[src/rtl/dma_irq_pkg.sv]
package dma_irq_pkg;
  localparam int EVT_HALF  = 0;
  localparam int EVT_DESC  = 1;
  localparam int EVT_CHAIN = 2;

  localparam int MASK_BASE = 'h00;
  localparam int PEND_BASE = 'h10;
  localparam int SUMM_OFFS = 'h30;
  localparam int REG_STEP  = 4;
endpackage

[src/rtl/dma_irq_bank.sv]
module dma_irq_bank #(
  parameter int CH  = 8,
  parameter int EVT = 3,
  parameter int FW  = 4,
  parameter int DW  = 32
) (
  input  logic              clk_i,
  input  logic              rst_ni,
  input  logic [CH*EVT-1:0] evt_i,
  input  logic              mask_we_i,
  input  logic              pend_we_i,
  input  logic [DW-1:0]     wdata_i,
  output logic [DW-1:0]     mask_o,
  output logic [DW-1:0]     pend_o
);
  localparam int USED = CH * FW;

  logic unused_wdata;
  assign unused_wdata = ^wdata_i;

  for (genvar c = 0; c < CH; c++) begin : g_ch
    for (genvar f = 0; f < FW; f++) begin : g_fld
      localparam int IDX = c * FW + f;
      if (f < EVT) begin : g_live
        logic mask_q, pend_q;
        always_ff @(posedge clk_i or negedge rst_ni) begin
          if (!rst_ni) mask_q <= 1'b0;
          else if (mask_we_i) mask_q <= wdata_i[IDX];
        end
        // set uses the mask held before this edge; set beats clear
        always_ff @(posedge clk_i or negedge rst_ni) begin
          if (!rst_ni) pend_q <= 1'b0;
          else pend_q <= (pend_q & ~(pend_we_i & wdata_i[IDX]))
                       | (evt_i[c*EVT+f] & mask_q);
        end
        assign mask_o[IDX] = mask_q;
        assign pend_o[IDX] = pend_q;
      end else begin : g_rsvd
        assign mask_o[IDX] = 1'b0;
        assign pend_o[IDX] = 1'b0;
      end
    end
  end

  if (DW > USED) begin : g_pad
    assign mask_o[DW-1:USED] = '0;
    assign pend_o[DW-1:USED] = '0;
  end
endmodule

[src/rtl/dma_irq_regif.sv]
module dma_irq_regif
  import dma_irq_pkg::*;
#(
  parameter int NB = 2,
  parameter int DW = 32,
  parameter int AW = 8
) (
  input  logic           clk_i,
  input  logic           rst_ni,
  input  logic           req_i,
  input  logic           we_i,
  input  logic [AW-1:0]  addr_i,
  input  logic [DW-1:0]  wdata_i,
  input  logic [NB*DW-1:0] mask_all_i,
  input  logic [NB*DW-1:0] pend_all_i,
  input  logic [DW-1:0]  summ_i,
  output logic [NB-1:0]  mask_we_o,
  output logic [NB-1:0]  pend_we_o,
  output logic [DW-1:0]  rdata_o
);
  logic [DW-1:0] rd_mux;
  logic          unused_wd;
  assign unused_wd = ^wdata_i;

  for (genvar b = 0; b < NB; b++) begin : g_dec
    assign mask_we_o[b] = req_i & we_i & (addr_i == AW'(MASK_BASE + REG_STEP*b));
    assign pend_we_o[b] = req_i & we_i & (addr_i == AW'(PEND_BASE + REG_STEP*b));
  end

  always_comb begin
    rd_mux = '0;
    if (addr_i == AW'(SUMM_OFFS)) rd_mux = summ_i;
    for (int b = 0; b < NB; b++) begin
      if (addr_i == AW'(MASK_BASE + REG_STEP*b)) rd_mux = mask_all_i[b*DW +: DW];
      if (addr_i == AW'(PEND_BASE + REG_STEP*b)) rd_mux = pend_all_i[b*DW +: DW];
    end
  end

  always_ff @(posedge clk_i or negedge rst_ni) begin
    if (!rst_ni) rdata_o <= '0;
    else if (req_i && !we_i) rdata_o <= rd_mux;
  end
endmodule

[src/rtl/dma_irq_agg.sv]
module dma_irq_agg #(
  parameter int NUM_CH = 16,
  parameter int CH_PER_BANK = 8,
  parameter int NUM_EVT = 3,
  parameter int FIELD_W = 4,
  parameter int DATA_W = 32,
  parameter int ADDR_W = 8
) (
  input  logic                      clk_i,
  input  logic                      rst_ni,
  input  logic [NUM_CH*NUM_EVT-1:0] evt_i,
  input  logic                      req_i,
  input  logic                      we_i,
  input  logic [ADDR_W-1:0]         addr_i,
  input  logic [DATA_W-1:0]         wdata_i,
  output logic [DATA_W-1:0]         rdata_o,
  output logic                      irq_o
);
  localparam int NB = NUM_CH / CH_PER_BANK;
  localparam int BANK_EVT = CH_PER_BANK * NUM_EVT;

  logic [NB*DATA_W-1:0] mask_all, pend_all;
  logic [NB-1:0]        mask_we, pend_we;
  logic [DATA_W-1:0]    summ;

  for (genvar b = 0; b < NB; b++) begin : g_bank
    dma_irq_bank #(
      .CH(CH_PER_BANK), .EVT(NUM_EVT), .FW(FIELD_W), .DW(DATA_W)
    ) u_bank (
      .clk_i     (clk_i),
      .rst_ni    (rst_ni),
      .evt_i     (evt_i[b*BANK_EVT +: BANK_EVT]),
      .mask_we_i (mask_we[b]),
      .pend_we_i (pend_we[b]),
      .wdata_i   (wdata_i),
      .mask_o    (mask_all[b*DATA_W +: DATA_W]),
      .pend_o    (pend_all[b*DATA_W +: DATA_W])
    );
  end

  for (genvar c = 0; c < DATA_W; c++) begin : g_summ
    if (c < NUM_CH) begin : g_ch
      localparam int BASE = (c / CH_PER_BANK) * DATA_W + FIELD_W * (c % CH_PER_BANK);
      assign summ[c] = |pend_all[BASE +: FIELD_W];
    end else begin : g_zero
      assign summ[c] = 1'b0;
    end
  end

  dma_irq_regif #(.NB(NB), .DW(DATA_W), .AW(ADDR_W)) u_regif (
    .clk_i      (clk_i),
    .rst_ni     (rst_ni),
    .req_i      (req_i),
    .we_i       (we_i),
    .addr_i     (addr_i),
    .wdata_i    (wdata_i),
    .mask_all_i (mask_all),
    .pend_all_i (pend_all),
    .summ_i     (summ),
    .mask_we_o  (mask_we),
    .pend_we_o  (pend_we),
    .rdata_o    (rdata_o)
  );

  assign irq_o = |pend_all;
endmodule

[config.mk]
export PLATFORM = sky130hd
export DESIGN_NAME = dma_irq_agg
export DESIGN_NICKNAME = d
export VERILOG_FILES = /design/src/rtl/dma_irq_pkg.sv /design/src/rtl/dma_irq_bank.sv /design/src/rtl/dma_irq_regif.sv /design/src/rtl/dma_irq_agg.sv
export SDC_FILE = /design/constraint.sdc
export NUM_CORES = 1
export LEC_CHECK = 0
export ABC_CLOCK_PERIOD_IN_PS = 2000
export CORE_AREA = 2 2 133 135
export CTS_BUF_LIST = sky130_fd_sc_hd__clkbuf_2
export DETAILED_ROUTE_END_ITERATION = 16
export DIE_AREA = 0 0 135 137
export GPL_ROUTABILITY_DRIVEN = 0
export GPL_TIMING_DRIVEN = 0
export PLACE_DENSITY_LB_ADDON = 0.05
export SLEW_MARGIN = 20
export SYNTH_ARGS = -nofsm -noshare
export SYNTH_HDL_FRONTEND = slang
export SYNTH_HIERARCHICAL = 1
export SYNTH_SLANG_ARGS = --single-unit
export TNS_END_PERCENT = 100
[constraint.sdc]
create_clock -name clk_i -period 2 [get_ports clk_i]
set_input_delay 0.5 -clock clk_i [delete_from_list [all_inputs] [get_ports clk_i]]
set_output_delay 0.5 -clock clk_i [all_outputs]
set_load 0.1 [all_outputs]
# After elaboration in Yosys (flattened, before gate mapping)
# Index checks and enable logic that the tools add are counted.
# W data, S select, Z words.
dict set report word_totals {
  regBits 128
  input_bits 92
  out_inout_bits 33
  word_cells 371
}
dict set report classes {
  n_eq_ne 4
  mux 5
  bitwise_logic 245
  reduce_logical 20
}
# operator count
set op_table {}
lappend op_table {{$and A1 B1 Y1} 149}
lappend op_table {{$mux W32} 4}
lappend op_table {{$not A1 Y1} 48}
lappend op_table {{$or A1 B1 Y1} 48}
lappend op_table {{$reduce_or A3 Y1} 16}
lappend op_table {{$reduce_or A48 Y1} 1}
lappend op_table {{$eq A8 B5 Y1 const B} 2}
lappend op_table {{$mux W16} 1}
lappend op_table {{$eq A8 B3 Y1 const B} 1}
lappend op_table {{$eq A8 B6 Y1 const B} 1}
lappend op_table {{$logic_not A8 Y1} 1}
lappend op_table {{$logic_and A1 B1 Y1} 1}
lappend op_table {{$logic_not A1 Y1} 1}

# Logic depth before layout (Yosys ltp)
# Gate-level depths: netlist of run 1.
dict set report logic_depth {
  ltp_word 6
  mapped_depth 7
  ltp_nobuf 5
}

# Cells and area by module
# Netlist of run 1, hierarchy kept.
# mod instances cells_per_inst area_each_um2 seq_area_each_um2
set modules_own_cells {}
lappend modules_own_cells {dma_irq_bank 2 190 2397.3 1201.2}
lappend modules_own_cells {dma_irq_regif 1 368 2534.9 800.8}
lappend modules_own_cells {dma_irq_agg 1 22 207.7 0.0}

# Worst setup path before layout of run 1
# OpenSTA, ideal clock, no wires.
dict set report synth_path {
  path_kind {register to output}
  startpoint {register g_bank[1].u_bank.g_ch[6].g_fld[1].g_live.pend_q}
  endpoint {output port irq_o}
  t_arrival_ps 2207
  required_ps 1500
  path_slack_ps -707
  path_stages_with_launch 5
  path_buffers 1
  cell_sequence {dfrtp_1 -> buf_4 -> or4_4 -> nor4_2 -> nand4_1}
}
dict set report synth_between {
  elab_chain_cells 1
}
# element line_no
set synth_lines {}
lappend synth_lines {{start, declared} dma_irq_bank.sv:25} ;# logic mask_q, pend_q;
lappend synth_lines {{start signal, assigned} dma_irq_bank.sv:33} ;# else pend_q <= (pend_q & ~(pend_we_i & wdata_i[IDX]))
lappend synth_lines {{$reduce_or A48 Y1} dma_irq_agg.sv:65} ;# assign irq_o = |pend_all;
lappend synth_lines {{end, declared} dma_irq_agg.sv:17} ;# output logic irq_o
# No other way between the ends.

# Worst setup path in the final report of run 1
dict set report layout_path {
  startpoint {register g_bank[0].u_bank.g_ch[7].g_fld[1].g_live.pend_q}
  endpoint {output port irq_o}
}
dict set report layout_between {
  elab_chain_cells 1
}
# element line_no
set layout_lines {}
lappend layout_lines {{start, declared} dma_irq_bank.sv:25}
lappend layout_lines {{start signal, assigned} dma_irq_bank.sv:33}
lappend layout_lines {{$reduce_or A48 Y1} dma_irq_agg.sv:65}
# No other way between the ends.

==> summary.txt, run 1 <==
Run status
  – Status: finished with violations
  – Failing checks: negative setup slack

Yosys
  – Largest cells by area after synthesis: dfrtp_1, buf_4, mux2_4
  – Mapped Area: 7540 um2
  – FFs w/ async S/R, synth: 1.00
  – Post-synth top area share: 0.425
  – Distinct cell type count after synthesis: 36
  – Syn avg cell area: 9.79 um2
  – Most frequent cell after synthesis: buf_4
  – Synthesized flop and latch total: 128
  – Top post-synthesis cells by count: buf_4, dfrtp_1, nor2_1
  – Post-synth EDFFs: 0
  – Synthesized netlist cell count: 770
  – Ys Warns: 6
  – Seq/Total Area, Yosys: 0.425
  – Post-synth top flop: dfrtp_1
  – Top cell type by total area after synthesis: dfrtp_1

Final layout
  – Nets: 1052
  – Reg area: 3200 um2
  – Non-Filler Instances: 1198
  – Footprint of the multi-input gates: 3360 um2
  – Final core utilization: 0.563
  – Share of cells above drive strength 1: 0.302
  – Final instance area: 9600 um2
  – Area grow syn2layout: 27.4%
  – Layout fillers: 1555

Power and ir drop
  – LEAKAGE: 4.60 nW
  – PD cells: 740 nW/um2
  – Maximum VDD drop: 0.381 mV

Critical path
  – Crit path to: irq_o
  – Req. time, crit path: 1500 ps
  – Critical path launch point: g_bank[0].u_bank/g_ch[7].g_fld[1].g_live.pend_q
  – Crit Path Class: reg -> out
  – Max Fanout on Critical Path: 2
  – Max incr delay on CP: 500 ps
  – Bufs and invs on worst path: 2
  – CP Depth: 5
  – Reg-to-Reg Start: g_bank[1].u_bank/g_ch[3].g_fld[0].g_live.pend_q
  – Critical-path cell list: buf_6 > or4_4 > nor4_4 > nand4_1 > buf_12
  – Worst r2r path cells: 6
  – Startpoint Class: register
  – RR Endpoint: u_regif/rdata_o[11]
  – R2R Setup Slk: 220 ps
  – CP max stage cell: or4_4
  – Critical Path AT: 2570 ps
  – CP endpoint kind: output pin
  – Crit-path leading delay family: simple AND/OR/NAND/NOR gates

Floorplanning
  – Starting Density: 0.442
  – CORE AREA: 17100 um2
  – Num ports: 125
  – Core Rows: 48
  – Chip width: 135 um
  – Die Area: 18500 um2
  – Die height: 137 um

Global route
  – First-pass GRT wire length: 34800 um
  – Number of global-route vias before repair: 6220
  – Initial antenna violation count: 1
  – Global route overflow: 0
  – Largest net degree at the start of global routing: 66
  – Total global-route track usage: 0.250

Clock network
  – CTS Buffer Depth: 2
  – CTS tree: done
  – CTS clk-pin slew, worst paths: 210 ps
  – Clock sinks: 128
  – Root Buffer: clkbuf_2
  – CTS H-tree depth: 4
  – Num CTS Buffers: 17
  – Clk_lat worst skew: 710 ps

Place
  – Placed Cells: 1157
  – Post-DP HPWL: 15800 um
  – Placed Area: 9230 um2
  – PortBufs: 116
  – Post-Place Worst Slack: -1370 ps

Timing
  – Slack of the critical path: -1070 ps
  – Final period util: 1.53
  – Post-layout min period: 3070 ps
  – WHS: 307 ps
  – Clock skew: 43.3 ps
  – Final Max Slew Viols: 0
  – Final hold vios: 0
  – Slew margin rel.: 0.549
  – Setup violations, final: 2
  – Max Freq: 0.326 GHz
  – RSZ-0062 raised after global routing: yes
  – Worst Tran Pin Value: 677 ps

Routing
  – Number of DRC markers in iteration 0: 531
  – Routed length per instance: 18.8 um
  – Via density: 5.19
  – Vias: 6218
  – Final wirelength: 22500 um
  – DRC: 0
  – Pre-antenna DRT Iters: 6
  – Final ANT Viol Nets: 0

Flow run
  – Maxcap violations: 0

Hold path
  – Hold Path Class: in -> async
==> worst min path at each step <==
stage,endpoint,slack (ps),depth (start not counted)
after floorplan,g_bank[0].u_bank/g_ch[0].g_fld[0].g_live.mask_q,200,0
after global placement,g_bank[1].u_bank/g_ch[7].g_fld[2].g_live.pend_q,480,1
after global routing,u_regif/rdata_o[5],260,2
after CTS,u_regif/rdata_o[5],270,2
final,u_regif/rdata_o[5],310,2
after detailed placement,g_bank[0].u_bank/g_ch[2].g_fld[2].g_live.pend_q,480,1
==> stage by stage <==
stage | TNS, ps | power, mW
4_1_cts | -1140 | 7.16
3_5_place_dp | -120360 | 5.54
6_report | -1070 | 7.11
3_3_place_gp | -721290 | 5.50
5_1_grt | -1180 | 7.46
2_1_floorplan | -2360 | 4.79
==> sequential cells by signal (all words and copies together) (netlist names) <==
register,flops
g_bank.u_bank/g_ch.g_fld.g_live.mask_q,48
g_bank.u_bank/g_ch.g_fld.g_live.pend_q,48
u_regif/rdata_o,32
==> power breakdown <==
part           switching [mW]  internal [mW]
logic                    1.27           1.11
clock network           0.941          0.571
registers               0.270           2.94
==> routing by layer <==
metal / share of wire / up-vias / track usage
li1: - / 2936 / -
met5: 0 / - / 0
met4: 0.021 / 0 / 0.0747
met1: 0.43 / 3027 / 0.328
met3: 0.058 / 33 / 0.0478
met2: 0.49 / 222 / 0.422
==> logic make-up (layout without fill, tap and decap cells) <==
kind of cell           after synthesis  in the layout  synth area share
and+or+nand+nor                    245            245             0.160
AOI/OAI and AO/OA                  172            172             0.157
other                                3             49           0.00149
muxes                               48             48            0.0916
buffers and inverters              174            331             0.165
DFF                                128            128             0.425
==> worst register-to-register path, stage by stage, from the launching register on <==
cell,delay [ps]
dfrtp_1,430
buf_4,140
or4_4,530
nand2b_1,160
a22oi_1,160
o311a_1,220
nor3_2,60
==> cells in the final DEF (no fill, tap or decap), types with 6 or more instances in the layout <==
master	synthesis	routed
o21ai_0	36	36
clkbuf_2	0	23
nor2_1	95	94
buf_6	3	27
nor3_1	6	6
or4_4	9	14
conb_1	3	48
dfrtp_1	128	127
buf_4	132	148
clkbuf_1	28	26
o21ai_1	20	20
mux2_2	8	8
nand2_1	78	78
clkdlybuf4s50_1	0	78
a2bb2oi_1	28	28
a21oi_1	28	28
mux2_4	40	40
nor4_1	29	28
a22o_1	48	48
==> timing repair <==
item / 4_1_cts / 5_1_grt
gates resized for setup: 218 / 24
gates cloned: 1 / 0
pin swaps: 11 / 11
hold endpoints to repair: 63 / 0
setup endpoints to repair: 121 / 45
setup buffers: 12 / 5
hold buffers: 1 / 0
==> final cells by class <==
class,count,share of cell area
flip-flops and latches,128,0.334
plain buffers,163,0.126
inverters,1,0.000391
multi-input cells,513,0.350
clock buffers,22,0.0115
diodes,1,0.000261
well taps,225,0.0293
clock inverters,9,0.00964
repair buffers,136,0.140
Power figures use the tool's default switching activity.
==> run 2, diff against run 1 <==
Settings changed: ABC_AREA set to 0.
==> results of run 2 <==
Same layout as run 1: the final DEF is identical, and so are final timing and power.
